### src/rtl/irq_arb_pkg.sv
package irq_arb_pkg;

   localparam int SLOT_N  = 6;
   localparam int SMALL_N = 4;

   typedef logic [SLOT_N-1:0] slot_vec_t;

   // source number held by a group slot
   function automatic int src_of(input int grp, input int slot);
      if (grp == 0) return slot - 1;
      return SMALL_N + (grp - 1) * SLOT_N + slot;
   endfunction

   // whether a group slot is wired to a real source
   function automatic bit slot_used(input int grp, input int slot, input int nsrc);
      if (grp == 0 && (slot == 0 || slot == SLOT_N - 1)) return 1'b0;
      return src_of(grp, slot) < nsrc;
   endfunction

endpackage

### src/rtl/irq_rot_arb.sv
module irq_rot_arb
   import irq_arb_pkg::*;
(
   input  logic       clk,
   input  logic       rst_n,
   input  slot_vec_t  req,
   input  logic [1:0] cfg_sel,
   input  logic       rot_en,
   input  logic       reload,
   input  logic       advance,
   output logic [2:0] win_idx,
   output logic       win_vld
);

   logic [1:0] sel_q;
   logic [2:0] pos;
   logic       middle;

   always_comb begin
      win_idx = '0;
      win_vld = 1'b0;
      pos     = '0;
      if (req[0]) begin
         win_vld = 1'b1;
      end else begin
         for (int k = 0; k < 4; k++) begin
            pos = 3'd1 + {1'b0, sel_q + 2'(k)};
            if (!win_vld && req[pos]) begin
               win_idx = pos;
               win_vld = 1'b1;
            end
         end
         if (!win_vld && req[SLOT_N-1]) begin
            win_idx = 3'(SLOT_N - 1);
            win_vld = 1'b1;
         end
      end
   end

   assign middle = win_vld && (win_idx != 3'd0) && (win_idx != 3'(SLOT_N - 1));

   always_ff @(posedge clk or negedge rst_n) begin
      if (!rst_n)                        sel_q <= '0;
      else if (reload)                   sel_q <= cfg_sel;
      else if (advance && rot_en && middle) sel_q <= win_idx[1:0];
   end


   ends_fixed_chk: assert property (@(posedge clk) disable iff (!rst_n)
      (!reload && advance && win_vld && !middle) |=> $stable(sel_q));


   rot_off_hold_chk: assert property (@(posedge clk) disable iff (!rst_n)
      (!reload && !rot_en) |=> $stable(sel_q));


   reload_take_chk: assert property (@(posedge clk) disable iff (!rst_n)
      reload |=> (sel_q == $past(cfg_sel)));

endmodule

### src/rtl/irq_src_decode.sv
module irq_src_decode
   import irq_arb_pkg::*;
#(
   parameter int NUM_SRC = 32
) (
   input  logic                       vld,
   input  logic [2:0]                 grp,
   input  logic [2:0]                 slot,
   output logic [NUM_SRC-1:0]         onehot,
   output logic [$clog2(NUM_SRC)-1:0] idx
);

   localparam int IDX_W = $clog2(NUM_SRC);

   always_comb begin
      onehot = '0;
      idx    = '0;
      if (vld) begin
         idx         = IDX_W'(src_of(int'(grp), int'(slot)));
         onehot[idx] = 1'b1;
      end
   end

endmodule

### src/rtl/irq_tourney_arb.sv
module irq_tourney_arb
   import irq_arb_pkg::*;
#(
   parameter int NUM_SRC    = 32,
   parameter int GRP_CNT    = 6,
   parameter int CTRL_RESET = 'h7F
) (
   input  logic                       clk,
   input  logic                       rst_n,
   input  logic [NUM_SRC-1:0]         req,
   input  logic                       serviced,
   input  logic [3*(GRP_CNT+1)-1:0]   prio_ctrl,
   output logic [NUM_SRC-1:0]         grant,
   output logic [$clog2(NUM_SRC)-1:0] grant_idx,
   output logic                       grant_valid
);

   localparam int ARB_CNT = GRP_CNT + 1;
   localparam int CTRL_W  = 3 * ARB_CNT;
   localparam int CAP     = SMALL_N + (GRP_CNT - 1) * SLOT_N;

   generate
      if (GRP_CNT != SLOT_N) begin : g_bad_grp
         $error("final arbiter needs exactly %0d groups", SLOT_N);
      end
      if (NUM_SRC > CAP || NUM_SRC <= CAP - SLOT_N) begin : g_bad_src
         $error("NUM_SRC must fill the last group");
      end
   endgenerate

   slot_vec_t           grp_req [GRP_CNT];
   logic [2:0]          grp_idx [GRP_CNT];
   logic [GRP_CNT-1:0]  fin_req;
   logic [2:0]          fin_idx;
   logic                fin_vld;
   logic [2:0]          win_slot;
   logic [CTRL_W-1:0]   ctrl_q;
   logic                reload;

   always_ff @(posedge clk or negedge rst_n) begin
      if (!rst_n) ctrl_q <= CTRL_W'(CTRL_RESET);
      else        ctrl_q <= prio_ctrl;
   end

   assign reload = (prio_ctrl != ctrl_q);

   for (genvar g = 0; g < GRP_CNT; g++) begin : g_grp
      for (genvar i = 0; i < SLOT_N; i++) begin : g_slot
         if (slot_used(g, i, NUM_SRC)) begin : g_wire
            assign grp_req[g][i] = req[src_of(g, i)];
         end else begin : g_tie
            assign grp_req[g][i] = 1'b0;
         end
      end

      irq_rot_arb u_grp (
         .clk     (clk),
         .rst_n   (rst_n),
         .req     (grp_req[g]),
         .cfg_sel (prio_ctrl[ARB_CNT+2*g+1 -: 2]),
         .rot_en  (prio_ctrl[g]),
         .reload  (reload),
         .advance (serviced && fin_vld && (fin_idx == 3'(g))),
         .win_idx (grp_idx[g]),
         .win_vld (fin_req[g])
      );
   end

   irq_rot_arb u_fin (
      .clk     (clk),
      .rst_n   (rst_n),
      .req     (fin_req),
      .cfg_sel (prio_ctrl[CTRL_W-1 -: 2]),
      .rot_en  (prio_ctrl[GRP_CNT]),
      .reload  (reload),
      .advance (serviced),
      .win_idx (fin_idx),
      .win_vld (fin_vld)
   );

   always_comb begin
      win_slot = '0;
      for (int g = 0; g < GRP_CNT; g++)
         if (fin_idx == 3'(g)) win_slot = grp_idx[g];
   end

   irq_src_decode #(.NUM_SRC(NUM_SRC)) u_dec (
      .vld    (fin_vld),
      .grp    (fin_idx),
      .slot   (win_slot),
      .onehot (grant),
      .idx    (grant_idx)
   );

   assign grant_valid = fin_vld;


   grant_onehot_chk: assert property (@(posedge clk) disable iff (!rst_n)
      $onehot0(grant));


   grant_req_chk: assert property (@(posedge clk) disable iff (!rst_n)
      (grant & ~req) == '0);


   idx_match_chk: assert property (@(posedge clk) disable iff (!rst_n)
      grant_valid |-> grant[grant_idx]);


   idle_chk: assert property (@(posedge clk) disable iff (!rst_n)
      (req == '0) |-> (!grant_valid && grant == '0));


   busy_chk: assert property (@(posedge clk) disable iff (!rst_n)
      (req != '0) |-> (grant_valid && $countones(grant) == 1));

endmodule

### config.mk
export PLATFORM = sky130hd
export DESIGN_NAME = irq_tourney_arb
export DESIGN_NICKNAME = d
export VERILOG_FILES = /design/src/rtl/irq_arb_pkg.sv /design/src/rtl/irq_rot_arb.sv /design/src/rtl/irq_src_decode.sv /design/src/rtl/irq_tourney_arb.sv
export SDC_FILE = /design/constraint.sdc
export NUM_CORES = 1
export LEC_CHECK = 0
export BUFFER_PORTS_ARGS = -buffer_cell sky130_fd_sc_hd__buf_2
export CORE_ASPECT_RATIO = 0.5
export CORE_MARGIN = 2
export CORE_UTILIZATION = 55
export CTS_CLUSTER_SIZE = 40
export DETAILED_ROUTE_END_ITERATION = 7
export GPL_TIMING_DRIVEN = 0
export HOLD_SLACK_MARGIN = 0.02
export PLACE_DENSITY = 0.84
export RECOVER_POWER = 100
export SLEW_MARGIN = 20
export SYNTH_ARGS = -nofsm -noshare
export SYNTH_HDL_FRONTEND = slang
export SYNTH_SLANG_ARGS = --single-unit
### constraint.sdc
create_clock -name clk -period 10.8 [get_ports clk]
set_clock_uncertainty 0.05 [all_clocks]
set_input_delay 1.08 -clock clk [delete_from_list [all_inputs] [get_ports clk]]
set_output_delay 1.08 -clock clk [all_outputs]
set_load 0.01 [all_outputs]
==> impl_metrics.toml, run 1 <==
[floorplan]
coreArea_um2 = 10200
rows = 26
ios = 94
start_util_pct = 56.8
die_w_um = 149
die_area_um2 = 11500
die_y_um = 76.7

[cts]
clock_latency_ns = 0.28
cts-root-to-sink-buffers = 2
cts_hold_buf = 0
clockRootBuffer = "clkbuf_16"
cts_htree_levels = 2
postCtsSetupBuffers = 0
path_clk_slew_ns = 0.05
cts_tree = "built"
clock_sinks = 35
cts_buffers = 5
ctsResizeCount = 0

[timing]
worst_hold_slack_ns = 0.511
clock.fmax_ghz = 0.100
tns_ns = 0
fin_crit_sh_pct = 92.6
fin_crit_ns = 10.00
maxSlewViolCount = 36
layout_setup_ws_ns = 0.796
rsz0062_at_grt = "false"
setup_viol = 0
slew-limit-headroom_pct = -31.1
tightest_slew_ns = 1.97
hold_violations = 0

[setup_path]
max_stage_delay_ns = 0.52
cp_max_fo = 10
r2r_slack_ns = 4.33
arrival_ns = 8.87
cp_common_cell = "ha_1"
r2r_end = "g_grp[3].u_grp.sel_q[0]$_DFFE_PN0P_"
path_class = "reg -> out"
ff2ff_path_depth = 21
critical_path.endpoint_type = "output port"
worst_setup_path_start_kind = "flip-flop"
crit_path_top_delay_cell = "mux4_2"
rr_startpoint = "g_grp[2].u_grp.sel_q[0]$_DFFE_PN0P_"
cp.required_ns = 9.67

[cells_and_area]
fin_util_pct = 63.2
area_delta_synth_final_pct = 11.3
layout-drive-gt1-share_pct = 15.5
diodes = 0
fillers = 947
layout.nets = 918

[logic_synthesis]
synth_flop_cell = "dfrtp_1"
ys_top_cells_by_area = "dfrtp_1 (12%), ha_1 (7.5%), nor2_1 (5.5%)"
syn_area_um2 = 5820
yosysSeqAreaShare_pct = 15.2
syn_inst = 730
synthArstFlopShare_pct = 100
ys_types = 97
avgSynthCellArea_um2 = 7.97
synth_area_leader_cell = "dfrtp_1"
synth_top_area_share_pct = 12.0
yosysWarnings = 0
ys_ff_latch = 35
syn_nets = 822
synth_edf_count = 0

[worst_hold_path]
hp-start = "g_grp[1].u_grp.sel_q[1]$_DFFE_PN0P_"
hold_depth = 2
hp-class = "reg -> reg"
min_to = "g_grp[1].u_grp.sel_q[1]$_DFFE_PN0P_"

[detailed_routing]
viasPerCell = 6.46
dr.first_iter.drc_count = 470
num_vias = 6242
antenna_left = 0
drt-total-wl_mm = 17.2
routedWlPerCell_um = 17.8
drc_errors = 0
dr.pass1.iters = 7

[power_and_ir_drop]
peakVddDrop_mv = 0.0740
powerDensity_nw_per_um2 = 133
p_leak_nw = 2.59

[grt]
grt_usage_pct = 29.4
grt_util_met2_pct = 47.2
antenna_found_initial = 0
grt_pass1_wl_mm = 28.0
grt_pass1_vias = 5792
met3_usage_pct = 6.13
grtUsageMet1_pct = 42.0
busiest_layer = "met2"
gr-total-overflow = 0
grt_max_degree = 36

[placement]
dp_slack_ns = 1.48
io_buffer_count = 89
place.gp.congestion = 0.983
dp_hpwl_mm = 13.4

[run_status]
run_status = "finished with violations"
violations = "max-capacitance violations, max-slew violations"

[run]
cap_violations = 1
[state kept, by name, indices dropped and copies added (netlist names)]
name               flops
g_grp.u_grp.sel_q     12
u_fin.sel_q            2
ctrl_q                21
[per-layer routing]
| layer | share of wire, % | vias up |
|---|---|---|
| met5 | 0 | - |
| met2 | 45 | 283 |
| met3 | 8.5 | 18 |
| li1 | - | 2958 |
| met4 | 0.74 | 0 |
| met1 | 46 | 2983 |
[worst max path at each step]
stage,from,to,depth (start not counted)
global route,g_grp[2].u_grp.sel_q[0]$_DFFE_PN0P_,grant[4],30
CTS,g_grp[2].u_grp.sel_q[0]$_DFFE_PN0P_,grant[6],30
detailed placement,g_grp[2].u_grp.sel_q[0]$_DFFE_PN0P_,grant[6],31
finish,g_grp[2].u_grp.sel_q[0]$_DFFE_PN0P_,grant[6],30
floorplan,g_grp[2].u_grp.sel_q[0]$_DFFE_PN0P_,grant[4],29
global placement,g_grp[2].u_grp.sel_q[0]$_DFFE_PN0P_,grant[5],30
[worst max-delay path, delay by kind of cell (launching register included)]
family | cells | cell delay, ns
XOR/XNOR | 2 | 0.34
adder cells (fa/ha/maj) | 5 | 1.58
flip-flops | 1 | 0.37
AND/OR/NAND/NOR | 2 | 0.71
AO/OA/AOI/OAI | 11 | 2.77
multiplexers | 3 | 1.30
buffers and inverters | 7 | 1.49
[power breakdown]
group	switching, mW	internal, mW	leakage (nW)
logic	0.361	0.215	2.13
registers	0.00547	0.139	0.400
clock network	0.0546	0.0850	0.0669
[synthesized netlist by cell type, drive strengths merged, types with 10 or more instances]
cell,count
clkbuf,12
or2,10
ha,35
buf,20
dfrtp,28
xnor2,11
nor4,10
inv,30
nor2,86
and2,10
nand2,58
nor3,30
nand2b,12
nand3,16
mux2i,29
o21ai,45
xor2,21
a21oi,45
mux4,13
mux2,17
nand4,10
[cell usage in the layout (no fill, tap or decap), drive strengths merged, types with 12 or more instances in the layout]
master / netlist / layout
nor2: 86 / 86
clkbuf: 12 / 74
nand2: 58 / 58
buf: 20 / 53
a21oi: 45 / 45
o21ai: 45 / 45
ha: 35 / 35
inv: 30 / 30
nor3: 30 / 30
mux2i: 29 / 29
dfrtp: 28 / 28
xor2: 21 / 21
mux2: 17 / 17
nand3: 16 / 16
mux4: 13 / 13
nand2b: 12 / 12
[kinds of logic after synthesis]
logic type                 after synthesis  share of synthesized area (%)
adders and majority gates               36                           7.87
AOI/OAI and AO/OA                      206                           26.9
xor gates and xnor gates                32                           4.82
and+or+nand+nor                        296                           27.0
buffers and inverters                   66                           4.92
muxes                                   59                           13.3
DFF                                     35                           15.2
[per-stage QoR]
step	cells	area, um^2	power, mW
finish	967	6480	0.861
global route	967	6480	0.923
CTS	967	6580	0.864
detailed placement	959	6440	0.722
global placement	959	6440	0.706
floorplan	730	5820	0.576
[layout make-up]
cell class              instances  area (um^2)  area share (%)
clock inverters                 2         12.5           0.193
repair buffers                 89          378            5.83
flip-flops and latches         35          885            13.7
clock buffers                   6          129            1.99
plain buffers                  32          153            2.36
multi-input cells             629         4610            71.2
inverters                      34          133            2.05
well taps                     140          175            2.70
(Power assumes the default switching activity.)
==> run 2, diff against run 1 <==
--- a/config.mk
+++ b/config.mk
@@ -5,15 +5,19 @@
 export SDC_FILE = /design/constraint.sdc
 export NUM_CORES = 1
 export LEC_CHECK = 0
+export ABC_CLOCK_PERIOD_IN_PS = 10800
 export BUFFER_PORTS_ARGS = -buffer_cell sky130_fd_sc_hd__buf_2
+export CELL_PAD_IN_SITES_DETAIL_PLACEMENT = 1
+export CELL_PAD_IN_SITES_GLOBAL_PLACEMENT = 2
 export CORE_ASPECT_RATIO = 0.5
 export CORE_MARGIN = 2
-export CORE_UTILIZATION = 55
+export CORE_UTILIZATION = 35
+export CTS_BUF_LIST = sky130_fd_sc_hd__clkbuf_4
 export CTS_CLUSTER_SIZE = 40
 export DETAILED_ROUTE_END_ITERATION = 7
 export GPL_TIMING_DRIVEN = 0
 export HOLD_SLACK_MARGIN = 0.02
-export PLACE_DENSITY = 0.84
+export PLACE_DENSITY = 0.9
 export RECOVER_POWER = 100
 export SLEW_MARGIN = 20
 export SYNTH_ARGS = -nofsm -noshare
==> impl_metrics.toml, run 2 (synthesis results as in run 1) <==
[run_status]
run_status = "finished with violations"
violations = "max-capacitance violations, max-slew violations"

[power_and_ir_drop]
peakVddDrop_mv = 0.0736
powerDensity_nw_per_um2 = 125
p_switching_mw = 0.428
p_leak_nw = 2.57
internal-power_mw = 0.386
pwr-share-clk_pct = 9.7
p_seq_share_pct = 17.7
combPwrFrac_pct = 72.5
swShare_pct = 52.6

[worst_hold_path]
hold_depth = 2
hp-start = "g_grp[2].u_grp.sel_q[1]$_DFFE_PN0P_"
hp-class = "reg -> reg"
min_to = "g_grp[2].u_grp.sel_q[1]$_DFFE_PN0P_"

[detailed_routing]
num_vias = 6070
viasPerCell = 5.76
dr.first_iter.drc_count = 312
drt-total-wl_mm = 19.8
drc_errors = 0
dr.pass1.iters = 4
antenna_left = 0
routedWlPerCell_um = 18.8

[cells_and_area]
area_delta_synth_final_pct = 11.8
layout_common_cells = "nor2_1 (86), clkbuf_1 (64), nand2_1 (58)"
top_register = "ctrl_q"
layout_commonest_cell = "nor2_1"
largest_reg_flops = 21
top_regs = "ctrl_q: 21 flops, g_grp.u_grp.sel_q: 12 flops, u_fin.sel_q: 2 flops"
layout.nets = 918
fillers = 2087
layout-drive-gt1-share_pct = 16.0
diodes = 0
instances_no_fill = 1054

[cts]
clock_latency_ns = 0.36
cts-root-to-sink-buffers = 2
cts_htree_levels = 2
path_clk_slew_ns = 0.11
clock_sinks = 35
cts_hold_buf = 0
cts_buffers = 5
clockRootBuffer = "clkbuf_4"
ctsResizeCount = 0
cts_tree = "built"
postCtsSetupBuffers = 0

[floorplan]
die_y_um = 95.2
ios = 94
die_area_um2 = 17700
die_w_um = 186
coreArea_um2 = 16300
start_util_pct = 35.7
rows = 33

[timing]
hold_violations = 0
tns_ns = 0
rsz0062_at_grt = "false"
clock.fmax_ghz = 0.0978
fin_crit_ns = 10.23
worst_hold_slack_ns = 0.540
setup_viol = 0
fin_crit_sh_pct = 94.7
maxSlewViolCount = 36
tightest_slew_ns = 1.99
slew-limit-headroom_pct = -32.7

[setup_path]
path_class = "reg -> out"
arrival_ns = 9.10
rr_startpoint = "g_grp[2].u_grp.sel_q[0]$_DFFE_PN0P_"
r2r_end = "g_grp[2].u_grp.sel_q[0]$_DFFE_PN0P_"
cp_max_fo = 10
ff2ff_path_depth = 18
crit_path_top_delay_cell = "a32oi_1"
critical_path.endpoint_type = "output port"
worst_setup_path_start_kind = "flip-flop"
cp.required_ns = 9.67
r2r_slack_ns = 4.24
max_stage_delay_ns = 0.60

[placement]
io_buffer_count = 89
place_inst = 1046
dp_hpwl_mm = 16.1
place.gp.congestion = 0.889

[grt]
met3_usage_pct = 3.64
grt_util_met2_pct = 36.6
grtUsageMet1_pct = 30.5
grt_usage_pct = 22.1
gr-total-overflow = 0
grt_pass1_wl_mm = 31.7
antenna_found_initial = 0
busiest_layer = "met2"
grt_pass1_vias = 6083
grt_max_degree = 36

[run]
cap_violations = 1
run 2: cell type report:
cell class,instances,area [um^2],area share (%)
plain buffers,32,154,2.37
repair buffers,89,382,5.87
clock buffers,7,52.6,0.808
multi-input cells,629,4610,70.9
well taps,227,284,4.37
clock inverters,1,5.00,0.0770
flip-flops and latches,35,885,13.6
inverters,34,133,2.04
run 2: metal layers:
| layer | part of all wire, % | vias to the layer above |
|---|---|---|
| li1 | - | 2950 |
| met1 | 50 | 2990 |
| met2 | 44 | 112 |
| met3 | 4.7 | 18 |
| met4 | 1.2 | 0 |
| met5 | 0 | - |
run 2: worst max-delay path by stage:
stage | slack [ns] | endpoint | from
after floorplan | 2.56 | grant[4] | g_grp[2].u_grp.sel_q[0]$_DFFE_PN0P_
after global routing | 0.06 | grant[5] | g_grp[2].u_grp.sel_q[0]$_DFFE_PN0P_
after CTS | 0.72 | grant[7] | g_grp[2].u_grp.sel_q[0]$_DFFE_PN0P_
after global placement | 1.30 | grant[5] | g_grp[2].u_grp.sel_q[0]$_DFFE_PN0P_
after detailed placement | 1.15 | grant[7] | g_grp[2].u_grp.sel_q[0]$_DFFE_PN0P_
final | 0.57 | grant[7] | g_grp[2].u_grp.sel_q[0]$_DFFE_PN0P_
run 2: metrics by stage:
| step | setup slack (ns) | utilization, % | instance area [um^2] | total power [mW] |
|---|---|---|---|---|
| after floorplan | 2.56 | - | 5820 | 0.576 |
| after global placement | 1.30 | 40.1 | 6550 | 0.731 |
| after detailed placement | 1.15 | 40.1 | 6550 | 0.746 |
| after CTS | 0.718 | 40.5 | 6610 | 0.829 |
| after global routing | 0.0552 | 39.9 | 6500 | 0.884 |
| final | 0.575 | 39.9 | 6500 | 0.814 |
run 2: worst max-delay path: cells and delay by family (launching register included):
kind	cells	cell delay [ns]
AO/OA/AOI/OAI	9	2.72
buffers and inverters	10	1.83
adder cells (fa/ha/maj)	5	1.39
multiplexers	3	1.35
AND/OR/NAND/NOR	2	0.70
flip-flops	1	0.39
XOR/XNOR	2	0.34
run 2: power groups by stage:
stage / Combinational [mW] / Sequential [mW] / Clock, mW
after global routing: 0.653 / 0.145 / 0.0855
after global placement: 0.585 / 0.146 / 0
after floorplan: 0.431 / 0.145 / 0
final: 0.591 / 0.144 / 0.0792
after CTS: 0.604 / 0.144 / 0.0809
after detailed placement: 0.600 / 0.147 / 0
==> run 3, diff against run 2 <==
--- a/config.mk
+++ b/config.mk
@@ -11,15 +11,15 @@
 export CELL_PAD_IN_SITES_GLOBAL_PLACEMENT = 2
 export CORE_ASPECT_RATIO = 0.5
 export CORE_MARGIN = 2
-export CORE_UTILIZATION = 35
+export CORE_UTILIZATION = 37
 export CTS_BUF_LIST = sky130_fd_sc_hd__clkbuf_4
 export CTS_CLUSTER_SIZE = 40
 export DETAILED_ROUTE_END_ITERATION = 7
 export GPL_TIMING_DRIVEN = 0
 export HOLD_SLACK_MARGIN = 0.02
-export PLACE_DENSITY = 0.9
+export PLACE_DENSITY = 0.89
 export RECOVER_POWER = 100
-export SLEW_MARGIN = 20
 export SYNTH_ARGS = -nofsm -noshare
 export SYNTH_HDL_FRONTEND = slang
+export SYNTH_HIERARCHICAL = 1
 export SYNTH_SLANG_ARGS = --single-unit
==> impl_metrics.toml, run 3 <==
[timing]
rsz0062_at_grt = "false"
fin_crit_ns = 9.68
setup_viol = 0
maxSlewViolCount = 36
fin_crit_sh_pct = 89.7
hold_violations = 0
slew-limit-headroom_pct = -40.6
tightest_slew_ns = 2.11
tns_ns = 0
clock.fmax_ghz = 0.103

[cts]
cts_tree = "built"
path_clk_slew_ns = 0.11
cts_hold_buf = 0
ctsResizeCount = 0
clock_sinks = 35
cts_htree_levels = 2
clockRootBuffer = "clkbuf_4"
cts_buffers = 5
clock_latency_ns = 0.36
cts-root-to-sink-buffers = 2
postCtsSetupBuffers = 0

[power_and_ir_drop]
swShare_pct = 46.1
p_seq_share_pct = 21.8
powerDensity_nw_per_um2 = 82.7
peakVddDrop_mv = 0.0326
combPwrFrac_pct = 62.8
p_switching_mw = 0.304
internal-power_mw = 0.356
p_leak_nw = 3.11
pwr-share-clk_pct = 15.4

[logic_synthesis]
synth_flop_cell = "dfrtp_1"
synthArstFlopShare_pct = 100
syn_inst = 808
synth_area_leader_cell = "dfrtp_1"
avgSynthCellArea_um2 = 8.83
synth_edf_count = 0
synth.mux.area_fraction_pct = 16.7
ys_types = 84
synth_top_area_share_pct = 9.82
synthSimpleGateAreaFrac_pct = 25.1
synth_compound_gate_area_share_pct = 28.6
synth.most_common_cell = "nor2_1"
synth_top_family_by_area = "compound AO/OA/AOI/OAI gates"
yosys-top-cells-count = "nor2_1 (53), a21oi_1 (46), mux2i_1 (43), inv_1 (38), ha_1 (33)"
ys_ff_latch = 35
synth_fa_ha_area_share_pct = 6.35
synth_xor_xnor_area_share_pct = 4.03
ys_top_cells_by_area = "dfrtp_1 (9.8%), mux4_2 (6.9%), mux2i_1 (6.0%)"
yosysSeqAreaShare_pct = 12.4
yosysWarnings = 6
syn_area_um2 = 7140

[cells_and_area]
layout.nets = 1011
diodes = 0
top_regs = "ctrl_q: 21 flops, g_grp.u_grp/sel_q: 12 flops, u_fin/sel_q: 2 flops"
layout_commonest_cell = "buf_2"
layout-drive-gt1-share_pct = 23.1
largest_reg_flops = 21
top_register = "ctrl_q"
instances_no_fill = 1180
area_delta_synth_final_pct = 11.8
fillers = 2294
layout_common_cells = "buf_2 (70), clkbuf_1 (55), nor2_1 (53)"

[grt]
grt_pass1_wl_mm = 36.7
grt_max_degree = 36
grt_usage_pct = 21.6
gr-total-overflow = 0
antenna_found_initial = 0
grt_pass1_vias = 6979

[detailed_routing]
antenna_left = 0
routedWlPerCell_um = 18.8
viasPerCell = 5.91
drt-total-wl_mm = 22.1
dr.pass1.iters = 5
drc_errors = 0
num_vias = 6969
dr.first_iter.drc_count = 437

[floorplan]
die_area_um2 = 20500
die_y_um = 102
start_util_pct = 38.3
die_w_um = 200
rows = 35
coreArea_um2 = 18700
ios = 94

[setup_path]
cp_max_fo = 16
cp_common_cell = "inv_1"
crit_path_top_delay_cell = "nor2_1"
cp.required_ns = 9.67
arrival_ns = 8.55
max_stage_delay_ns = 0.74
path_class = "reg -> out"
worst_setup_path_start_kind = "flip-flop"
critical_path.endpoint_type = "output port"

[placement]
place_inst = 1172
dp_hpwl_mm = 18.0
place.gp.congestion = 0.853
io_buffer_count = 93

[run]
cap_violations = 1

[run_status]
violations = "max-capacitance violations, max-slew violations"
run_status = "finished with violations"

[worst_hold_path]
hp-class = "reg -> reg"
## run 3: changes by cell type after synthesis, sizes merged, moves of 15 or more
cell / change
xor2: -15
o21ai: -23
buf: +25
a31oi: +16
o31ai: +15
nor2: -33
a22oi: +15
nand2: -25
a2111oi: +20
nand2b: +19
xnor2: +15
## run 3: worst max-delay path, delay by kind of cell (launching register included)
kind	cells	cell delay, ns
AND/OR/NAND/NOR	6	2.18
AO/OA/AOI/OAI	7	1.71
multiplexers	4	1.35
adder cells (fa/ha/maj)	4	1.12
buffers and inverters	7	1.02
flip-flops	1	0.43
XOR/XNOR	1	0.40
## run 3: path summary, 6_finish.rpt
check	slack, ns	cells past startpoint	from	endpoint
worst min-delay path	0.60	2	g_grp[1].u_grp/sel_q[1]$_DFFE_PN0P_	g_grp[1].u_grp/sel_q[1]$_DFFE_PN0P_
worst max-delay path	1.12	29	g_grp[1].u_grp/sel_q[0]$_DFFE_PN0P_	grant[30]
max in group asynchronous	8.22	1	rst_n	g_grp[4].u_grp/sel_q[0]$_DFFE_PN0P_
worst min register to register	0.60	2	g_grp[1].u_grp/sel_q[1]$_DFFE_PN0P_	g_grp[1].u_grp/sel_q[1]$_DFFE_PN0P_
min in group asynchronous	1.26	1	rst_n	ctrl_q[7]$_DFF_PN0_
worst max register to register	4.36	23	g_grp[1].u_grp/sel_q[0]$_DFFE_PN0P_	g_grp[4].u_grp/sel_q[0]$_DFFE_PN0P_
## run 3: final cells by class
| type | count | area [um^2] | area share [%] |
|---|---|---|---|
| multi-input combinational | 694 | 5770 | 72.3 |
| clock buffer | 5 | 37.5 | 0.470 |
| tap | 259 | 324 | 4.06 |
| sequential | 35 | 885 | 11.1 |
| inverter | 39 | 146 | 1.83 |
| timing repair buffer | 95 | 442 | 5.53 |
| clock inverter | 3 | 43.8 | 0.549 |
| buffer | 50 | 333 | 4.17 |
## run 3: power by group through the flow
stage | clock (mW) | sequential [mW] | combinational [mW]
final | 0.101 | 0.144 | 0.415
after detailed placement | 0 | 0.146 | 0.416
after floorplan | 0 | 0.145 | 0.308
after global placement | 0 | 0.146 | 0.403
after global routing | 0.109 | 0.145 | 0.454
after CTS | 0.103 | 0.144 | 0.417
## run 3: cell families after synthesis
| kind of cell | Yosys count |
|---|---|
| AOI/OAI and AO/OA | 245 |
| xor gates and xnor gates | 32 |
| adders and majority gates | 35 |
| buffers and inverters | 89 |
| DFF | 35 |
| muxes | 88 |
| other | 1 |
| and+or+nand+nor | 283 |
## run 3: per-stage QoR
step           total power [mW]  hold slack, ns  area, um^2  util [%]  worst slack [ns]
2_1_floorplan             0.453           0.525        7170         -              2.80
3_3_place_gp              0.549           0.569        7960      42.7              1.76
3_5_place_dp              0.562           0.578        8000      42.9              1.58
4_1_cts                   0.664           0.616        8080      43.3              1.37
5_1_grt                   0.708           0.651        7980      42.8             0.379
6_report                  0.660           0.600        7980      42.8              1.12
## run 3: routing by layer
| metal | share of wire [%] | track usage (%) |
|---|---|---|
| met1 | 51 | 31.0 |
| met2 | 46 | 36.5 |
| met3 | 2.5 | 1.79 |
| met4 | 0.54 | 3.25 |
| met5 | 0 | 0 |
